File: config.mk
export PLATFORM = sky130hd
export DESIGN_NAME = trap_entry_ctrl
export DESIGN_NICKNAME = d
export VERILOG_FILES = /design/src/rtl/trap_pkg.sv /design/src/rtl/trap_route.sv /design/src/rtl/trap_vector.sv /design/src/rtl/trap_state.sv /design/src/rtl/trap_entry_ctrl.sv
export SDC_FILE = /design/constraint.sdc
export NUM_CORES = 1
export LEC_CHECK = 0
export BUFFER_PORTS_ARGS = -buffer_cell sky130_fd_sc_hd__buf_2
export CAP_MARGIN = 20
export CORE_ASPECT_RATIO = 1.4
export CORE_UTILIZATION = 59
export CTS_BUF_LIST = sky130_fd_sc_hd__clkbuf_2 sky130_fd_sc_hd__clkbuf_4 sky130_fd_sc_hd__clkbuf_8
export DETAILED_ROUTE_END_ITERATION = 10
export MAX_ROUTING_LAYER = met4
export PLACE_DENSITY = 0.95
export SLEW_MARGIN = 20
export SYNTH_ARGS = -nofsm -noshare
export SYNTH_HDL_FRONTEND = slang
export SYNTH_SLANG_ARGS = --single-unit
File: constraint.sdc
create_clock -name clk -period 13.6 [get_ports clk]
set_input_delay 2.72 -clock clk [delete_from_list [all_inputs] [get_ports clk]]
set_output_delay 2.72 -clock clk [all_outputs]
set_load 0.1 [all_outputs]
File: src/rtl/trap_pkg.sv
package trap_pkg;

  typedef enum logic [1:0] {
    PRIV_U    = 2'd0,
    PRIV_S    = 2'd1,
    PRIV_RSVD = 2'd2,
    PRIV_M    = 2'd3
  } priv_e;

  typedef enum logic [2:0] {
    SEL_STATUS = 3'd0,
    SEL_EDELEG = 3'd1,
    SEL_IDELEG = 3'd2,
    SEL_STVEC  = 3'd3,
    SEL_MTVEC  = 3'd4,
    SEL_PRIV   = 3'd5
  } cfg_sel_e;

  typedef struct packed {
    logic [1:0] mpp;
    logic       spp;
    logic       mpie;
    logic       spie;
    logic       mie;
    logic       sie;
  } stat_t;

  // bit positions of the status word, decoded by software
  localparam int ST_SIE    = 1;
  localparam int ST_MIE    = 3;
  localparam int ST_SPIE   = 5;
  localparam int ST_MPIE   = 7;
  localparam int ST_SPP    = 8;
  localparam int ST_MPP_LO = 11;

  localparam int unsigned CODE_ECALL_U = 8;
  localparam int unsigned CODE_ECALL_S = 9;
  localparam int unsigned CODE_ECALL_M = 11;

  // exceptions that report the offending address
  function automatic logic carries_addr(input int unsigned code);
    case (code)
      0, 1, 4, 5, 6, 7, 12, 13, 15: carries_addr = 1'b1;
      default:                      carries_addr = 1'b0;
    endcase
  endfunction

endpackage

File: src/rtl/trap_route.sv
module trap_route
  import trap_pkg::*;
#(
  parameter int XLEN    = 32,
  parameter int CAUSE_W = $clog2(XLEN)
) (
  input  logic               irq,
  input  logic [CAUSE_W-1:0] cause_raw,
  input  priv_e              priv,
  input  logic [XLEN-1:0]    edeleg,
  input  logic [XLEN-1:0]    ideleg,
  output logic [CAUSE_W-1:0] cause_eff,
  output logic               to_super,
  output logic               keep_addr
);

  logic [XLEN-1:0] mask_sel;
  logic            low_priv;

  always_comb begin
    cause_eff = cause_raw;
    if (!irq && cause_raw == CAUSE_W'(CODE_ECALL_U)) begin
      case (priv)
        PRIV_S:  cause_eff = CAUSE_W'(CODE_ECALL_S);
        PRIV_M:  cause_eff = CAUSE_W'(CODE_ECALL_M);
        default: cause_eff = CAUSE_W'(CODE_ECALL_U);
      endcase
    end
  end

  always_comb begin
    mask_sel  = irq ? ideleg : edeleg;
    low_priv  = (priv == PRIV_U) || (priv == PRIV_S);
    to_super  = low_priv && mask_sel[cause_eff];
    keep_addr = !irq && carries_addr(32'(cause_eff));
  end

endmodule

File: src/rtl/trap_vector.sv
module trap_vector #(
  parameter int XLEN    = 32,
  parameter int CAUSE_W = $clog2(XLEN)
) (
  input  logic [XLEN-1:0]    tvec,
  input  logic               irq,
  input  logic [CAUSE_W-1:0] cause,
  output logic [XLEN-1:0]    target_pc
);

  localparam logic [1:0] MODE_VECTORED = 2'b01;

  logic [XLEN-1:0] base;
  logic [XLEN-1:0] offset;

  always_comb begin
    base      = {tvec[XLEN-1:2], 2'b00};
    offset    = (irq && tvec[1:0] == MODE_VECTORED) ? (XLEN'(cause) << 2) : '0;
    target_pc = base + offset;
  end

endmodule

File: src/rtl/trap_state.sv
module trap_state
  import trap_pkg::*;
#(
  parameter int XLEN    = 32,
  parameter int CAUSE_W = $clog2(XLEN)
) (
  input  logic               clk,
  input  logic               rst_n,
  input  logic               take,
  input  logic               cfg_we,
  input  logic [2:0]         cfg_sel,
  input  logic [XLEN-1:0]    cfg_wdata,
  input  logic               to_super,
  input  logic               irq,
  input  logic [CAUSE_W-1:0] cause_eff,
  input  logic               keep_addr,
  input  logic [XLEN-1:0]    fault_addr,
  input  logic [XLEN-1:0]    cur_pc,
  output priv_e              priv_q,
  output logic [XLEN-1:0]    status_o,
  output logic [XLEN-1:0]    edeleg_q,
  output logic [XLEN-1:0]    ideleg_q,
  output logic [XLEN-1:0]    stvec_q,
  output logic [XLEN-1:0]    mtvec_q,
  output logic [XLEN-1:0]    scause_q,
  output logic [XLEN-1:0]    sepc_q,
  output logic [XLEN-1:0]    stval_q,
  output logic [XLEN-1:0]    mcause_q,
  output logic [XLEN-1:0]    mepc_q,
  output logic [XLEN-1:0]    mtval_q
);

  localparam int PAD_W = XLEN - 1 - CAUSE_W;

  stat_t           stat_q;
  logic [XLEN-1:0] cause_word;
  logic [XLEN-1:0] tval_word;
  cfg_sel_e        sel;

  assign sel        = cfg_sel_e'(cfg_sel);
  assign cause_word = {irq, {PAD_W{1'b0}}, cause_eff};
  assign tval_word  = keep_addr ? fault_addr : '0;

  always_ff @(posedge clk or negedge rst_n) begin
    if (!rst_n) begin
      priv_q   <= PRIV_M;
      stat_q   <= '0;
      edeleg_q <= '0;
      ideleg_q <= '0;
      stvec_q  <= '0;
      mtvec_q  <= '0;
      scause_q <= '0;
      sepc_q   <= '0;
      stval_q  <= '0;
      mcause_q <= '0;
      mepc_q   <= '0;
      mtval_q  <= '0;
    end else if (cfg_we) begin
      case (sel)
        SEL_STATUS: begin
          stat_q.sie  <= cfg_wdata[ST_SIE];
          stat_q.mie  <= cfg_wdata[ST_MIE];
          stat_q.spie <= cfg_wdata[ST_SPIE];
          stat_q.mpie <= cfg_wdata[ST_MPIE];
          stat_q.spp  <= cfg_wdata[ST_SPP];
          stat_q.mpp  <= cfg_wdata[ST_MPP_LO +: 2];
        end
        SEL_EDELEG: edeleg_q <= cfg_wdata;
        SEL_IDELEG: ideleg_q <= cfg_wdata;
        SEL_STVEC:  stvec_q  <= cfg_wdata;
        SEL_MTVEC:  mtvec_q  <= cfg_wdata;
        SEL_PRIV:   priv_q   <= (cfg_wdata[1:0] == 2'd2) ? PRIV_U : priv_e'(cfg_wdata[1:0]);
        default: ;
      endcase
    end else if (take) begin
      if (to_super) begin
        stat_q.spie <= stat_q.sie;
        stat_q.spp  <= priv_q[0];
        stat_q.sie  <= 1'b0;
        scause_q    <= cause_word;
        sepc_q      <= cur_pc;
        stval_q     <= tval_word;
        priv_q      <= PRIV_S;
      end else begin
        stat_q.mpie <= stat_q.mie;
        stat_q.mpp  <= priv_q;
        stat_q.mie  <= 1'b0;
        mcause_q    <= cause_word;
        mepc_q      <= cur_pc;
        mtval_q     <= tval_word;
        priv_q      <= PRIV_M;
      end
    end
  end

  always_comb begin
    status_o                  = '0;
    status_o[ST_SIE]          = stat_q.sie;
    status_o[ST_MIE]          = stat_q.mie;
    status_o[ST_SPIE]         = stat_q.spie;
    status_o[ST_MPIE]         = stat_q.mpie;
    status_o[ST_SPP]          = stat_q.spp;
    status_o[ST_MPP_LO +: 2]  = stat_q.mpp;
  end

  a_r1_machine_keeps_machine: assert property (@(posedge clk) disable iff (!rst_n)
    (take && priv_q == PRIV_M) |=> (priv_q == PRIV_M));

  a_r2_super_entry: assert property (@(posedge clk) disable iff (!rst_n)
    (take && to_super) |=> (priv_q == PRIV_S && !stat_q.sie &&
      stat_q.spie == $past(stat_q.sie) && sepc_q == $past(cur_pc)));

  a_r3_machine_entry: assert property (@(posedge clk) disable iff (!rst_n)
    (take && !to_super) |=> (priv_q == PRIV_M && !stat_q.mie &&
      stat_q.mpie == $past(stat_q.mie) && stat_q.mpp == $past(priv_q) &&
      mepc_q == $past(cur_pc)));

  a_r4_irq_flag_msb: assert property (@(posedge clk) disable iff (!rst_n)
    (take && !to_super) |=> (mcause_q[XLEN-1] == $past(irq)));

  a_r7_irq_no_tval_s: assert property (@(posedge clk) disable iff (!rst_n)
    (take && irq && to_super) |=> (stval_q == '0));

  a_r7_irq_no_tval_m: assert property (@(posedge clk) disable iff (!rst_n)
    (take && irq && !to_super) |=> (mtval_q == '0));

  a_r8_priv_never_reserved: assert property (@(posedge clk) disable iff (!rst_n)
    priv_q != PRIV_RSVD);

endmodule

File: src/rtl/trap_entry_ctrl.sv
module trap_entry_ctrl
  import trap_pkg::*;
#(
  parameter int XLEN    = 32,
  parameter int CAUSE_W = $clog2(XLEN)
) (
  input  logic               clk,
  input  logic               rst_n,
  input  logic               trap_valid,
  output logic               trap_ready,
  input  logic               trap_irq,
  input  logic [CAUSE_W-1:0] trap_cause,
  input  logic [XLEN-1:0]    trap_addr,
  input  logic [XLEN-1:0]    trap_pc,
  input  logic               cfg_we,
  input  logic [2:0]         cfg_sel,
  input  logic [XLEN-1:0]    cfg_wdata,
  output logic               redirect_valid,
  output logic [XLEN-1:0]    redirect_pc,
  output logic [1:0]         cur_priv,
  output logic [XLEN-1:0]    status_o,
  output logic [XLEN-1:0]    s_cause_o,
  output logic [XLEN-1:0]    s_epc_o,
  output logic [XLEN-1:0]    s_tval_o,
  output logic [XLEN-1:0]    m_cause_o,
  output logic [XLEN-1:0]    m_epc_o,
  output logic [XLEN-1:0]    m_tval_o
);

  priv_e              priv_q;
  logic [XLEN-1:0]    edeleg_q, ideleg_q, stvec_q, mtvec_q;
  logic [CAUSE_W-1:0] cause_eff;
  logic               to_super;
  logic               keep_addr;
  logic               take;
  logic [XLEN-1:0]    tvec_sel;
  logic [XLEN-1:0]    target_pc;
  logic               redir_q;
  logic [XLEN-1:0]    redir_pc_q;

  assign trap_ready = !cfg_we;
  assign take       = trap_valid && trap_ready;
  assign tvec_sel   = to_super ? stvec_q : mtvec_q;

  trap_route #(.XLEN(XLEN), .CAUSE_W(CAUSE_W)) u_route (
    .irq       (trap_irq),
    .cause_raw (trap_cause),
    .priv      (priv_q),
    .edeleg    (edeleg_q),
    .ideleg    (ideleg_q),
    .cause_eff (cause_eff),
    .to_super  (to_super),
    .keep_addr (keep_addr)
  );

  trap_vector #(.XLEN(XLEN), .CAUSE_W(CAUSE_W)) u_vector (
    .tvec      (tvec_sel),
    .irq       (trap_irq),
    .cause     (cause_eff),
    .target_pc (target_pc)
  );

  trap_state #(.XLEN(XLEN), .CAUSE_W(CAUSE_W)) u_state (
    .clk        (clk),
    .rst_n      (rst_n),
    .take       (take),
    .cfg_we     (cfg_we),
    .cfg_sel    (cfg_sel),
    .cfg_wdata  (cfg_wdata),
    .to_super   (to_super),
    .irq        (trap_irq),
    .cause_eff  (cause_eff),
    .keep_addr  (keep_addr),
    .fault_addr (trap_addr),
    .cur_pc     (trap_pc),
    .priv_q     (priv_q),
    .status_o   (status_o),
    .edeleg_q   (edeleg_q),
    .ideleg_q   (ideleg_q),
    .stvec_q    (stvec_q),
    .mtvec_q    (mtvec_q),
    .scause_q   (s_cause_o),
    .sepc_q     (s_epc_o),
    .stval_q    (s_tval_o),
    .mcause_q   (m_cause_o),
    .mepc_q     (m_epc_o),
    .mtval_q    (m_tval_o)
  );

  always_ff @(posedge clk or negedge rst_n) begin
    if (!rst_n) begin
      redir_q    <= 1'b0;
      redir_pc_q <= '0;
    end else begin
      redir_q <= take;
      if (take) redir_pc_q <= target_pc;
    end
  end

  assign redirect_valid = redir_q;
  assign redirect_pc    = redir_pc_q;
  assign cur_priv       = priv_q;

  a_r9_redirect_after_take: assert property (@(posedge clk) disable iff (!rst_n)
    (trap_valid && trap_ready) |=> redirect_valid);

  a_r9_redirect_quiet: assert property (@(posedge clk) disable iff (!rst_n)
    !(trap_valid && trap_ready) |=> !redirect_valid);

  a_r11_held_off_keeps_epc: assert property (@(posedge clk) disable iff (!rst_n)
    (trap_valid && !trap_ready) |=> ($stable(m_epc_o) && $stable(s_epc_o)));

endmodule

==> results of run 1 <==
[metrics by stage]
stage	setup slack [ns]	total power, mW	instance area, um2
2_1_floorplan	6.443	2.571	14500
3_3_place_gp	5.444	2.819	15620
3_5_place_dp	5.289	2.867	15620
4_1_cts	5.850	3.655	16580
5_1_grt	5.402	3.772	16630
6_report	5.749	3.650	16640
[kinds of logic (layout without fill, tap and decap cells)]
group                    after synthesis  after routing
XOR/XNOR                              30             30
other                                  1             93
adder cells (fa/ha/maj)                6              6
buffers and inverters                158            393
AND/OR/NAND/NOR                      396            396
AO/OA/AOI/OAI                        185            185
flip-flops                           308            308
multiplexers                         210            210
[worst max path at each step]
stage / cells past startpoint / slack, ns / start / endpoint
3_3_place_gp: 21 / 5.44 / trap_irq / redirect_pc[22]$_DFFE_PN0P_
5_1_grt: 24 / 5.40 / trap_irq / redirect_pc[31]$_DFFE_PN0P_
3_5_place_dp: 24 / 5.29 / trap_irq / redirect_pc[31]$_DFFE_PN0P_
6_report: 23 / 5.75 / trap_irq / redirect_pc[31]$_DFFE_PN0P_
4_1_cts: 24 / 5.85 / trap_irq / redirect_pc[31]$_DFFE_PN0P_
2_1_floorplan: 21 / 6.44 / trap_cause[2] / redirect_pc[22]$_DFFE_PN0P_
[worst max-delay path: stages]
cell	delay [ns]
buf_2	0.67
nor2_1	0.27
a31oi_1	0.58
o22ai_1	0.15
nor4_1	0.25
nor3_1	0.17
nor2_4	0.10
buf_4	0.56
o21ai_0	0.28
nand2_1	0.17
nor2_1	0.09
ha_1	0.32
a21o_1	0.11
a21oi_1	0.10
nor2b_1	0.12
o21ai_0	0.09
nand2b_1	0.19
inv_1	0.13
a21oi_2	0.13
buf_4	0.22
nand3_1	0.19
or3_1	0.44
a31o_1	0.21
[Yosys cell counts (16+ instances only)]
library cell | n | area share, %
o21ai_0 | 101 | 3.6
nand2_1 | 273 | 7.2
mux2i_1 | 33 | 2.3
nand3_1 | 17 | 0.60
xnor2_1 | 18 | 1.1
clkbuf_1 | 46 | 1.2
nor2_1 | 30 | 0.79
dfrtp_1 | 306 | 54
a21oi_1 | 21 | 0.74
buf_4 | 83 | 4.4
mux2_2 | 169 | 13
and3_1 | 16 | 0.70
[sequential cells by signal, indices dropped and copies added (netlist names)]
signal,flops
u_state.edeleg_q,32
u_state.priv_q,2
u_state.ideleg_q,32
u_state.scause_q,6
u_state.status_o,7
u_state.mcause_q,6
u_state.mepc_q,32
redirect_valid,1
u_state.sepc_q,32
u_state.stvec_q,32
u_state.stval_q,32
redirect_pc,30
u_state.mtval_q,32
u_state.mtvec_q,32
[power groups by stage]
stage / Combinational, mW / Sequential (mW) / Clock [mW]
after floorplan: 0.411 / 2.16 / 0
after global placement: 1.56 / 1.26 / 0
after detailed placement: 1.59 / 1.28 / 0
after CTS: 1.60 / 1.26 / 0.795
after global routing: 1.65 / 1.29 / 0.831
final: 1.60 / 1.27 / 0.785
[per-layer routing]
layer | vias up | GRT usage (%)
li1 | 4874 | -
met1 | 5454 | 37.30
met2 | 661 | 53.72
met3 | 182 | 6.400
met4 | 0 | 21.41
met5 | - | -
[layout make-up]
| cell class | count | share of cell area, % |
|---|---|---|
| Multi-Input combinational cell | 906 | 35.60 |
| Timing Repair Buffer | 302 | 9.489 |
| Sequential cell | 308 | 46.33 |
| Inverter | 14 | 0.3158 |
| Clock buffer | 66 | 5.083 |
| Tap cell | 306 | 2.301 |
| Clock inverter | 11 | 0.6617 |
| Antenna cell | 14 | 0.2105 |
==> flow_metrics.tcl, run 1 <==
set metrics [dict create \
    clkTransAtPathRegs_ns 0.07 \
    finalCritPeriodShare_pct 57.73 \
    fp-row-count 66 \
    fin_skew_ns 0.02344 \
    p_int_mw 1.844 \
    start_util_pct 60.57 \
    highest_layer "met4" \
    grt_pass1_vias 11350 \
    worstPathRequired_ns 14.05 \
    grt_overflow 0 \
    synth_xor_area_share_pct 1.850 \
    leakage_nw 8.251 \
    wirelength_mm 39.50 \
    hold_violations 0 \
    clock_latency_ns 0.56 \
    drc 0 \
    first_iter_violations 688 \
    p_comb_share_pct 43.8 \
    timing.fmax_mhz 127.4 \
    wl_met1_mm 14.14 \
    io_pins 369 \
    drt-pass1-iter-count 5 \
    yosysWarnings 0 \
    seqPwrFrac_pct 34.7 \
    post_cts_buffers 0 \
    layout_common_cells "306 x dfrtp_1, 288 x buf_2, 271 x nand2_1, 169 x mux2_2, 101 x o21ai_0" \
    irDropWorstVdd_v 0.0002183 \
    synth_ff_type "dfrtp_1" \
    holdPathStages 2 \
    final_util_pct 70.95 \
    status "completed" \
    hp-start "u_state.sepc_q[18]$_DFFE_PN0P_" \
    drive_gt1_share_pct 35.78 \
    slew-limit-headroom_pct 26.14 \
    synth_top_family_by_area "multiplexers" \
    num-fill-cells 1565 \
    slew_violations 0 \
    switching_share_pct 49.50 \
    root_buffer "clkbuf_8" \
    dp_cells 1835 \
    tns_ns 0 \
    reg2regPathDepth 23 \
    min_to "u_state.sepc_q[18]$_DFFE_PN0P_" \
    ctsHoldBuffers 0 \
    wl_per_cell_um 20.50 \
    reg2reg_slack_ns 8.09 \
    hold_ws_ns 0.4720 \
    critPathKind "input pin to register" \
    rsz0062_at_grt "false" \
    fp.dieW_um 133.1 \
    stdcell_count 1927 \
    min_path_type "register to register" \
    synth.area.mux_share_pct 16.83 \
    synth_compound_area_share_pct 7.734 \
    io_buffers 289 \
    grt_pass1_wl_mm 60.42 \
    core_area_mm2 0.02345 \
    yosysUniqueCellTypes 66 \
    grt_max_degree 191 \
    final_common_cell "dfrtp_1" \
    multiInputGateArea_mm2 0.005924 \
    setup_violations 0 \
    cts_buffers 45 \
    synth_area_mm2 0.01420 \
    area_delta_synth_final_pct 17.14 \
    yosys.area_share.simple_pct 12.23 \
    p_switching_mw 1.807 \
    clkPwrFrac_pct 21.5 \
    synth-edff-count 0 \
    finalNetCount 1692 \
    ys_async_sr_fraction_pct 100.0 \
    drv_cap 0 \
    ff_latch_area_mm2 0.007710 \
    drt-vias-per-instance 5.797 \
    start_kind "input pin" \
    reg2reg_to "redirect_pc[31]$_DFFE_PN0P_" \
    seq_area_frac_synth_pct 54.28 \
    netlist_instances 1294 \
    cts_resized 0 \
    synth_adder_area_share_pct 0.5813 \
    dpl.hpwl_mm 27.68 \
    wl_met3_mm 3.101 \
    crit_path_end_kind "register" \
    wl_met2_mm 19.76 \
    track_usage_pct 32.94 \
    pwr_density_cell_mw_per_mm2 219.4 \
    vias 11171 \
    cts.sinks 308 \
    die_y_um 185.6 \
    gp_congestion 0.9473 \
    cts_tree "built" \
    htreeDepth 2 \
    synth.avg_cell_area_um2 10.98 \
    ant_nets 0 \
    worst-endpoint-arrival_ns 8.30 \
    dieArea_mm2 0.02471 \
    cts_max_path_buffers 3 \
    cp_max_fo 49 \
    min_period_ns 7.851 \
    yosys_register_bits 308 \
    reg2reg_from "u_state.priv_q[0]$_DFFE_PN1P_" \
    antenna_found_initial 10 \
    tightest_slew_ns 1.108 \
]
Note: power is estimated with default switching activity, not from simulation.
==> run 2: changes to the inputs <==
- CORE_UTILIZATION: 59 -> 55
- clock period: 13.6 -> 7.4 ns (I/O delays scaled with it)
==> run 2 against run 1 <==
Hold slack worse by 0.0045 ns; non-clock buffer count stayed put; sequential cell count stayed put; critical path depth is 2 lower.
==> flow_metrics.tcl, run 2 (synthesis results as in run 1) <==
set metrics [dict create \
    first_iter_violations 726 \
    vias 11004 \
    path_delay_family "compound AO/OA/AOI/OAI gates" \
    post_cts_buffers 0 \
    start_util_pct 55.96 \
    critPathBufInv 2 \
    cts_tree "built" \
    stdcell_count 1938 \
    slew_violations 0 \
    fp.dieW_um 137.8 \
    clkTransAtPathRegs_ns 0.06 \
    cpMaxStageDelayCell "buf_2" \
    drt-pass1-iter-count 5 \
    drt-vias-per-instance 5.678 \
    fin_skew_ns 0.03061 \
    min_period_ns 6.230 \
    tns_ns 0 \
    cts_buffers 45 \
    final_common_cell "dfrtp_1" \
    worst-endpoint-arrival_ns 6.69 \
    hold_violations 0 \
    ant_nets 0 \
    pre_cts_slack_ns 0.7604 \
    slew-limit-headroom_pct 29.85 \
    dp_cells 1848 \
    root_buffer "clkbuf_8" \
    fp-row-count 69 \
    wirelength_mm 38.62 \
    worst_slack_ns 1.170 \
    critPathKind "input pin to register" \
    min_path_type "register to register" \
    rsz0062_at_grt "false" \
    gr-usage-met1_pct 32.75 \
    gp_congestion 0.9713 \
    grt_pass1_vias 10569 \
    grt.busiest_layer "met2" \
    slowest_delay_ns 0.69 \
    grt_overflow 0 \
    io_buffers 289 \
    track_usage_pct 29.90 \
    finalNetCount 1692 \
    core_area_mm2 0.02538 \
    path_cells "buf_2 > nor2_1 > a21oi_1 > a211oi_1 > a211o_1 > a32oi_2 > nor2_4 > o21ai_0 > nand2_1 > nor2_1 > ha_1 > a21o_1 > a21oi_1 > nor2b_1 > o21ai_0 > nand2b_1 > inv_1 > a21oi_2 > nand3_1 > or3_1 > a31o_1" \
    drive_gt1_share_pct 35.88 \
    io_pins 369 \
    layout_common_cells "306 x dfrtp_1, 288 x buf_2, 271 x nand2_1, 169 x mux2_2, 101 x o21ai_0" \
    tightest_slew_ns 1.052 \
    crit_path_end_kind "register" \
    drv_cap 0 \
    drc 0 \
    htreeDepth 2 \
    finalCritPeriodShare_pct 84.19 \
    cts_max_path_buffers 3 \
    cp_max_fo 40 \
    irDropWorstVdd_v 0.0005869 \
    die_y_um 192.2 \
    dpl.hpwl_mm 27.08 \
    leakage_nw 8.266 \
    area_delta_synth_final_pct 17.37 \
    status "completed" \
    wl_per_cell_um 19.93 \
    ctsHoldBuffers 0 \
    timing.fmax_mhz 160.5 \
    setup_violations 0 \
    cts_resized 0 \
    clock_latency_ns 0.58 \
    worstPathRequired_ns 7.86 \
    met2_usage_pct 49.65 \
    grt_pass1_wl_mm 57.73 \
    start_kind "input pin" \
    pwr_density_cell_mw_per_mm2 401.4 \
    grt_max_degree 193 \
    final_util_pct 65.69 \
    dieArea_mm2 0.02648 \
    antenna_found_initial 10 \
    met3_usage_pct 7.575 \
    cts.sinks 308 \
]
[run 2: where the power goes]
| part | leakage, nW | total [mW] | switching, mW | internal [mW] |
|---|---|---|---|---|
| combinational | 3.90 | 2.92 | 2.40 | 0.517 |
| clock | 0.520 | 1.45 | 0.640 | 0.809 |
| sequential | 3.84 | 2.32 | 0.255 | 2.07 |
| total | 8.27 | 6.69 | 3.30 | 3.40 |
[run 2: worst paths after layout]
check | from | end | slack, ns | cells after the start
worst min register to register | redirect_pc[2]$_DFFE_PN0P_ | redirect_pc[2]$_DFFE_PN0P_ | 0.47 | 2
worst max-delay path | trap_irq | redirect_pc[31]$_DFFE_PN0P_ | 1.17 | 21
max in group asynchronous | rst_n | u_state.edeleg_q[0]$_DFFE_PN0P_ | 4.92 | 2
worst max register to register | u_state.priv_q[0]$_DFFE_PN1P_ | redirect_pc[31]$_DFFE_PN0P_ | 2.19 | 21
worst min-delay path | redirect_pc[2]$_DFFE_PN0P_ | redirect_pc[2]$_DFFE_PN0P_ | 0.47 | 2
min in group asynchronous | rst_n | u_state.mtvec_q[27]$_DFFE_PN0P_ | 0.98 | 1
[run 2: area by class of cell]
cell class / instances / area [um2]
clock inverters: 8 / 72.57
inverters: 14 / 52.55
repair buffers: 302 / 1579
well taps: 319 / 399.1
diodes: 11 / 27.53
multi-input cells: 906 / 5931
clock buffers: 70 / 900.9
fillers: 1872 / 8710
flip-flops and latches: 308 / 7710
[run 2: layer usage]
metal  wire length [um]  vias up
met5                  0        -
met4               1897        0
met3               3241      126
met2              19680      564
met1              13800     5430
li1                   -     4884
[run 2: stage by stage]
stage / total power [mW] / instance area (um2) / hold WS (ns)
after CTS: 6.707 / 16620 / 0.4719
after detailed placement: 5.250 / 15640 / 0.4566
after global routing: 6.934 / 16670 / 0.4960
after floorplan: 4.725 / 14500 / 0.4701
after global placement: 5.176 / 15640 / 0.4517
final: 6.692 / 16670 / 0.4675
[run 2: worst reg2reg max path, cell delays in order (launching register included)]
cell      delay, ns
dfstp_2        0.58
nor4bb_1       0.27
buf_4          0.22
a31oi_1        0.23
o22ai_1        0.19
nor4_1         0.07
nor3_1         0.63
nor2_4         0.14
o21ai_0        0.29
nand2_1        0.13
nor2_1         0.24
ha_1           0.19
a21o_1         0.08
a21oi_1        0.09
nor2b_1        0.11
o21ai_0        0.08
nand2b_1       0.21
inv_1          0.13
a21oi_2        0.33
nand3_1        0.22
or3_1          0.45
a31o_1         0.21
